$ cat config.mk
export PLATFORM = sky130hd
export DESIGN_NAME = port_switch_ctrl
export DESIGN_NICKNAME = d
export VERILOG_FILES = /design/src/rtl/psw_pkg.sv /design/src/rtl/psw_sync.sv /design/src/rtl/psw_settle.sv /design/src/rtl/port_switch_ctrl.sv
export SDC_FILE = /design/constraint.sdc
export NUM_CORES = 1
export LEC_CHECK = 0
export ABC_AREA = 1
export BUFFER_PORTS_ARGS = -buffer_cell sky130_fd_sc_hd__buf_2
export CORE_UTILIZATION = 50
export DETAILED_ROUTE_END_ITERATION = 7
export GPL_TIMING_DRIVEN = 0
export PLACE_DENSITY = 0.75
export SETUP_SLACK_MARGIN = 0.15
export SLEW_MARGIN = 15
export SYNTH_ARGS = -nofsm -noshare
export SYNTH_HDL_FRONTEND = slang
export SYNTH_SLANG_ARGS = --single-unit
$ cat constraint.sdc
create_clock -name clk -period 1.2 [get_ports clk]
set_clock_uncertainty 0.1 [all_clocks]
set_input_delay 0.06 -clock clk [delete_from_list [all_inputs] [get_ports clk]]
set_output_delay 0.06 -clock clk [all_outputs]
set_load 0.01 [all_outputs]
$ cat src/rtl/psw_pkg.sv
package psw_pkg;
  localparam int unsigned NPORTS    = 4;
  localparam int unsigned SELW      = $clog2(NPORTS);
  localparam int unsigned SETTLE_W  = 8;
  localparam int unsigned SYNC_DEPTH = 2;
endpackage

$ cat src/rtl/psw_sync.sv
module psw_sync #(
  parameter int unsigned W      = 1,
  parameter int unsigned STAGES = 2
) (
  input  logic         clk,
  input  logic         rst_n,
  input  logic [W-1:0] d_i,
  output logic [W-1:0] q_o
);
  logic [W-1:0] stg_q [STAGES];
  logic [W-1:0] stg_d [STAGES];

  always_comb begin
    stg_d[0] = d_i;
    for (int s = 1; s < STAGES; s++) stg_d[s] = stg_q[s-1];
  end

  always_ff @(posedge clk or negedge rst_n) begin
    if (!rst_n) begin
      for (int s = 0; s < STAGES; s++) stg_q[s] <= '0;
    end else begin
      for (int s = 0; s < STAGES; s++) stg_q[s] <= stg_d[s];
    end
  end

  assign q_o = stg_q[STAGES-1];
endmodule

$ cat src/rtl/psw_settle.sv
module psw_settle #(
  parameter int unsigned W  = 2,
  parameter int unsigned CW = 8
) (
  input  logic          clk,
  input  logic          rst_n,
  input  logic [W-1:0]  cand_i,
  input  logic [CW-1:0] settle_i,
  output logic [W-1:0]  act_o
);
  logic [W-1:0]  last_q, last_d;
  logic [CW-1:0] cnt_q, cnt_d;
  logic [W-1:0]  act_q, act_d;
  logic          act_en;

  always_comb begin
    last_d = last_q;
    cnt_d  = cnt_q;
    act_en = 1'b0;
    if (cand_i != last_q) begin
      last_d = cand_i;
      cnt_d  = '0;
    end else if (cnt_q != settle_i) begin
      cnt_d  = cnt_q + 1'b1;
    end else begin
      act_en = 1'b1;
    end
    act_d = act_en ? last_q : act_q;
  end

  always_ff @(posedge clk or negedge rst_n) begin
    if (!rst_n) begin
      last_q <= '0;
      cnt_q  <= '0;
      act_q  <= '0;
    end else begin
      last_q <= last_d;
      cnt_q  <= cnt_d;
      act_q  <= act_d;
    end
  end

  assign act_o = act_q;

  // the active code moves only once its candidate has filled the window
  a_r8_change_after_window: assert property (@(posedge clk) disable iff (!rst_n)
    (act_q != $past(act_q)) |-> ($past(cnt_q) == $past(settle_i) && $past(cand_i) == act_q));
endmodule

$ cat src/rtl/port_switch_ctrl.sv
module port_switch_ctrl
  import psw_pkg::*;
#(
  parameter int unsigned N_PORTS = NPORTS,
  parameter int unsigned SW      = SELW,
  parameter int unsigned CW      = SETTLE_W,
  parameter int unsigned SYNC_N  = SYNC_DEPTH
) (
  input  logic               clk,
  input  logic               rst_n,
  input  logic [SW-1:0]      sel_pin_i,
  input  logic               oe_pin_i,
  input  logic               hpd_down_i,
  input  logic               rx_det_i,
  input  logic               sw_mode_i,
  input  logic [SW-1:0]      sw_sel_i,
  input  logic               sw_oe_i,
  input  logic               apd_en_i,
  input  logic [CW-1:0]      settle_i,
  output logic [N_PORTS-1:0] port_onehot_o,
  output logic [N_PORTS-1:0] hpd_up_o,
  output logic [N_PORTS-1:0] term_en_o,
  output logic               drv_en_o,
  output logic               pwrdn_o
);
  localparam int unsigned SYNCW = SW + 3;

  // reset: asserted asynchronously, released on the clock
  logic [1:0] rsync_q;
  logic       rst_s_n;
  always_ff @(posedge clk or negedge rst_n) begin
    if (!rst_n) rsync_q <= '0;
    else        rsync_q <= {rsync_q[0], 1'b1};
  end
  assign rst_s_n = rsync_q[1];

  // asynchronous strap and status inputs
  logic [SYNCW-1:0] raw_pins, sync_pins;
  logic [SW-1:0]    sel_s;
  logic             oe_s, hpd_s, det_s;
  assign raw_pins = {sel_pin_i, oe_pin_i, hpd_down_i, rx_det_i};

  psw_sync #(.W(SYNCW), .STAGES(SYNC_N)) u_sync (
    .clk (clk), .rst_n (rst_s_n), .d_i (raw_pins), .q_o (sync_pins)
  );
  assign {sel_s, oe_s, hpd_s, det_s} = sync_pins;

  // register fields captured in this domain; reset forces hardware mode
  logic          mode_q, swoe_q, apd_q, valid_q;
  logic [SW-1:0] swsel_q;
  logic          mode_d, swoe_d, apd_d, valid_d;
  logic [SW-1:0] swsel_d;

  always_comb begin
    mode_d  = sw_mode_i;
    swsel_d = sw_sel_i;
    swoe_d  = sw_oe_i;
    apd_d   = apd_en_i;
    valid_d = 1'b1;
  end

  always_ff @(posedge clk or negedge rst_s_n) begin
    if (!rst_s_n) begin
      mode_q  <= 1'b0;
      swsel_q <= '0;
      swoe_q  <= 1'b0;
      apd_q   <= 1'b0;
      valid_q <= 1'b0;
    end else begin
      mode_q  <= mode_d;
      swsel_q <= swsel_d;
      swoe_q  <= swoe_d;
      apd_q   <= apd_d;
      valid_q <= valid_d;
    end
  end

  // candidate selection and settle filter
  logic [SW-1:0] cand_sel, act_sel;
  logic          oe_eff;
  assign cand_sel = mode_q ? swsel_q : sel_s;
  assign oe_eff   = mode_q ? swoe_q  : oe_s;

  psw_settle #(.W(SW), .CW(CW)) u_settle (
    .clk (clk), .rst_n (rst_s_n), .cand_i (cand_sel),
    .settle_i (settle_i), .act_o (act_sel)
  );

  // per-port decode and gating
  logic pdn;
  assign pdn = apd_q & ~det_s;

  for (genvar p = 0; p < N_PORTS; p++) begin : g_port
    logic hit;
    assign hit              = (act_sel == SW'(p));
    assign port_onehot_o[p] = hit;
    assign hpd_up_o[p]      = valid_q & hit & hpd_s;
    assign term_en_o[p]     = valid_q & hit & ~pdn;
  end

  assign drv_en_o = valid_q & oe_eff & ~pdn;
  assign pwrdn_o  = pdn;

  // at most one termination enabled
  a_r3_single_term: assert property (@(posedge clk) disable iff (!rst_s_n)
    $onehot0(term_en_o));
  // hot-plug level never reaches an unselected port
  a_r2_hpd_selected_only: assert property (@(posedge clk) disable iff (!rst_s_n)
    (hpd_up_o & ~port_onehot_o) == '0);
  // powerdown removes all terminations
  a_r7_pdn_no_term: assert property (@(posedge clk) disable iff (!rst_s_n)
    pwrdn_o |-> (term_en_o == '0 && !drv_en_o));
  // termination follows the steered port
  a_r1_term_follows_port: assert property (@(posedge clk) disable iff (!rst_s_n)
    (term_en_o & ~port_onehot_o) == '0);
  // in software mode the strap pins cannot move the port
  a_r4_sw_ignores_pins: assert property (@(posedge clk) disable iff (!rst_s_n)
    ($past(mode_q) && mode_q && $stable(swsel_q) && $past(act_sel) == $past(swsel_q))
      |-> $stable(port_onehot_o));
endmodule

==> reports/results.tsv <==
metric	value	unit
hp-class	flop to asynchronous set/reset pin	
dp.cells	239	
drc	0	
stdcell_count	281	
drt-pass1-iter-count	4	
grt_usage	27.1	%
tightest_slew	0.587	ns
finalSetupViolations	24	
final.setup.worst_slack	-0.270	ns
ys_ff_latch	30	
dp_hpwl	1980	um
cts_max_level	2	
critPathMaxFanout	5	
die_h	55.2	um
netlist_area	1420	sq um
die_w	55.2	um
drive_gt1_share	45.4	%
synth-edff-count	0	
violations	setup timing	
path_clk_slew	0.09	ns
p_leak	1.20	nW
maxCapViolations	0	
drt_iter0_drc	66	
synth_cell_type_count	20	
cts_tree	built	
grt_use_met1	27.8	%
grt_pass1_vias	1447	
port-buffer-count	33	
viasPerCell	5.06	
irDropWorstVdd	1.05	mV
gp_congestion	0.802	
finalHoldViolations	0	
cts_made_buffers	5	
grt_antenna_before_repair	0	
end_kind	flop	
cp_data_required_time	1.37	ns
finalCritPeriodShare	123	%
dieArea	3050	sq um
pin_count	34	
status	finished, violations left	
critPathKind	flop to flop	
start_util	55.1	%
grt_overflow_total	0	
gr-usage-met3	7.96	%
ys_seq_area_share	53.1	%
met2_usage	50.1	%
worst_setup_path_start_kind	flop	
core-area	2570	sq um
maxSlewViolCount	0	
dp_slack	-0.260	ns
synth.yosys.warnings	0	
via_count	1423	
final_antenna_net_count	0	
grt_max_degree	29	
synth.avg_cell_area	8.09	sq um
slew_headroom	60.9	%
synthCells	175	
powerDensity	931	nW/um^2
synthFlopType	dfrtp_1	
grt_pass1_wl	6210	um
clockBufferDepth	2	
antenna_cells	0	
root_buffer	clkbuf_4	
hold_ws	0.169	ns
wirelength	4000	um
area_growth	56.7	%
fillCellCount	139	
cts.sinks	30	
busiest_layer	met2	
wire_per_inst	14.2	um
crit_arrival	1.64	ns
fmax	0.680	GHz
clkLatencyLatePin	0.33	ns
final_nets	271	
rsz0062_at_grt	true	
finalCriticalPeriod	1.47	ns
async_reset_ff_share	100	%
rows	18	
fin_util	86.4	%
-- repair_timing --
action,in CTS,in global routing
buffers inserted,16,2
pin swaps,21,3
endpoints found under the hold margin,12,0
hold buffers,12,0
endpoints found under the setup margin,52,25
gates cloned,4,0
gates resized for setup,42,28
-- kinds of logic after synthesis --
group	share of synthesized area, %
xor+xnor	3.09
other cells	0.265
fa+ha+maj	0.884
compound gates	0.707
simple gates	31.2
buf+inv	10.8
flops	53.1
-- state kept, by name, summed over array words and instances, names as in the netlist --
signal	cells
u_settle.cnt_q	8
u_sync.q_o	5
u_sync.stg_d	5
rsync_q	2
swsel_q	2
u_settle.act_o	2
u_settle.last_q	2
apd_q	1
mode_q	1
swoe_q	1
valid_q	1
-- report_power, final --
part / switching, mW / total (mW) / internal (mW) / leakage (nW)
logic: 0.163 / 0.337 / 0.174 / 0.795
registers: 0.0452 / 1.10 / 1.05 / 0.368
clock network: 0.344 / 0.628 / 0.284 / 0.0353
-- Yosys cell counts, types with 2 or more instances --
cell / n / area [sq um]
nor2_1: 14 / 52.6
buf_6: 2 / 22.5
xor2_1: 4 / 35.0
nor3_1: 7 / 35.0
inv_1: 22 / 82.6
buf_4: 4 / 30.0
nand3b_1: 2 / 15.0
clkbuf_1: 2 / 7.51
nand3_1: 19 / 95.1
nand2_1: 59 / 221
nor2_2: 2 / 12.5
dfrtp_1: 30 / 751
-- final timing paths --
| kind | startpoint | cells after the start | to | slack, ns |
|---|---|---|---|---|
| worst max-delay path | u_settle.cnt_q[0]$_DFFE_PN0P_ | 6 | u_settle.cnt_q[6]$_DFFE_PN0P_ | -0.27 |
| worst min-delay path | rsync_q[1]$_DFF_PN0_ | 0 | u_settle.cnt_q[1]$_DFFE_PN0P_ | 0.17 |
| worst max register to register | u_settle.cnt_q[0]$_DFFE_PN0P_ | 6 | u_settle.cnt_q[6]$_DFFE_PN0P_ | -0.27 |
| worst min register to register | rsync_q[1]$_DFF_PN0_ | 0 | u_settle.cnt_q[1]$_DFFE_PN0P_ | 0.17 |
| max in group asynchronous | rst_n | 3 | rsync_q[1]$_DFF_PN0_ | 0.38 |
| min in group clk | settle_i[2] | 9 | u_settle.act_o[1]$_DFFE_PN0P_ | 0.24 |
-- placed cells by master, fill, tap and decap left out, types with 8 or more instances in the layout --
| cell type | instances |
|---|---|
| nand2_1 | 50 |
| buf_4 | 19 |
| nor2_1 | 8 |
| nand3_1 | 13 |
| dlygate4sd3_1 | 12 |
| buf_2 | 29 |
| inv_1 | 16 |
| buf_6 | 13 |
| dfrtp_1 | 27 |
-- metrics by stage --
stage | power (mW) | setup TNS [ns] | area, sq um
after floorplan | 1.22 | -0.367 | 1440
after global placement | 1.29 | -3.00 | 1640
after detailed placement | 1.30 | -4.89 | 1640
after CTS | 2.01 | -3.81 | 2100
after global routing | 2.17 | -6.43 | 2220
final | 2.06 | -4.61 | 2220
-- layer usage --
metal | wire length [um] | vias up
met5 | 0 | -
met4 | 58 | 0
met3 | 182 | 7
met2 | 2310 | 46
met1 | 1450 | 692
li1 | - | 678
-- area by class of cell --
| cell class | count | area [sq um] | share of cell area, % |
|---|---|---|---|
| Sequential cell | 30 | 754 | 34.0 |
| Multi-Input combinational cell | 114 | 673 | 30.4 |
| Timing Repair Buffer | 67 | 487 | 22.0 |
| Inverter | 24 | 108 | 4.85 |
| Buffer | 8 | 97.6 | 4.40 |
| Clock buffer | 7 | 55.1 | 2.48 |
| Tap cell | 30 | 37.5 | 1.69 |
| Clock inverter | 1 | 5.00 | 0.226 |
-- worst max-delay path, stage by stage (launching register included) --
cell and delay (ns):
dfrtp_1 0.44, ha_2 0.23, nand3_2 0.11, nor2_2 0.15, xor2_1 0.21, nand3_1 0.12, nand2_1 0.07
Note: power is estimated with default switching activity, not from simulation.
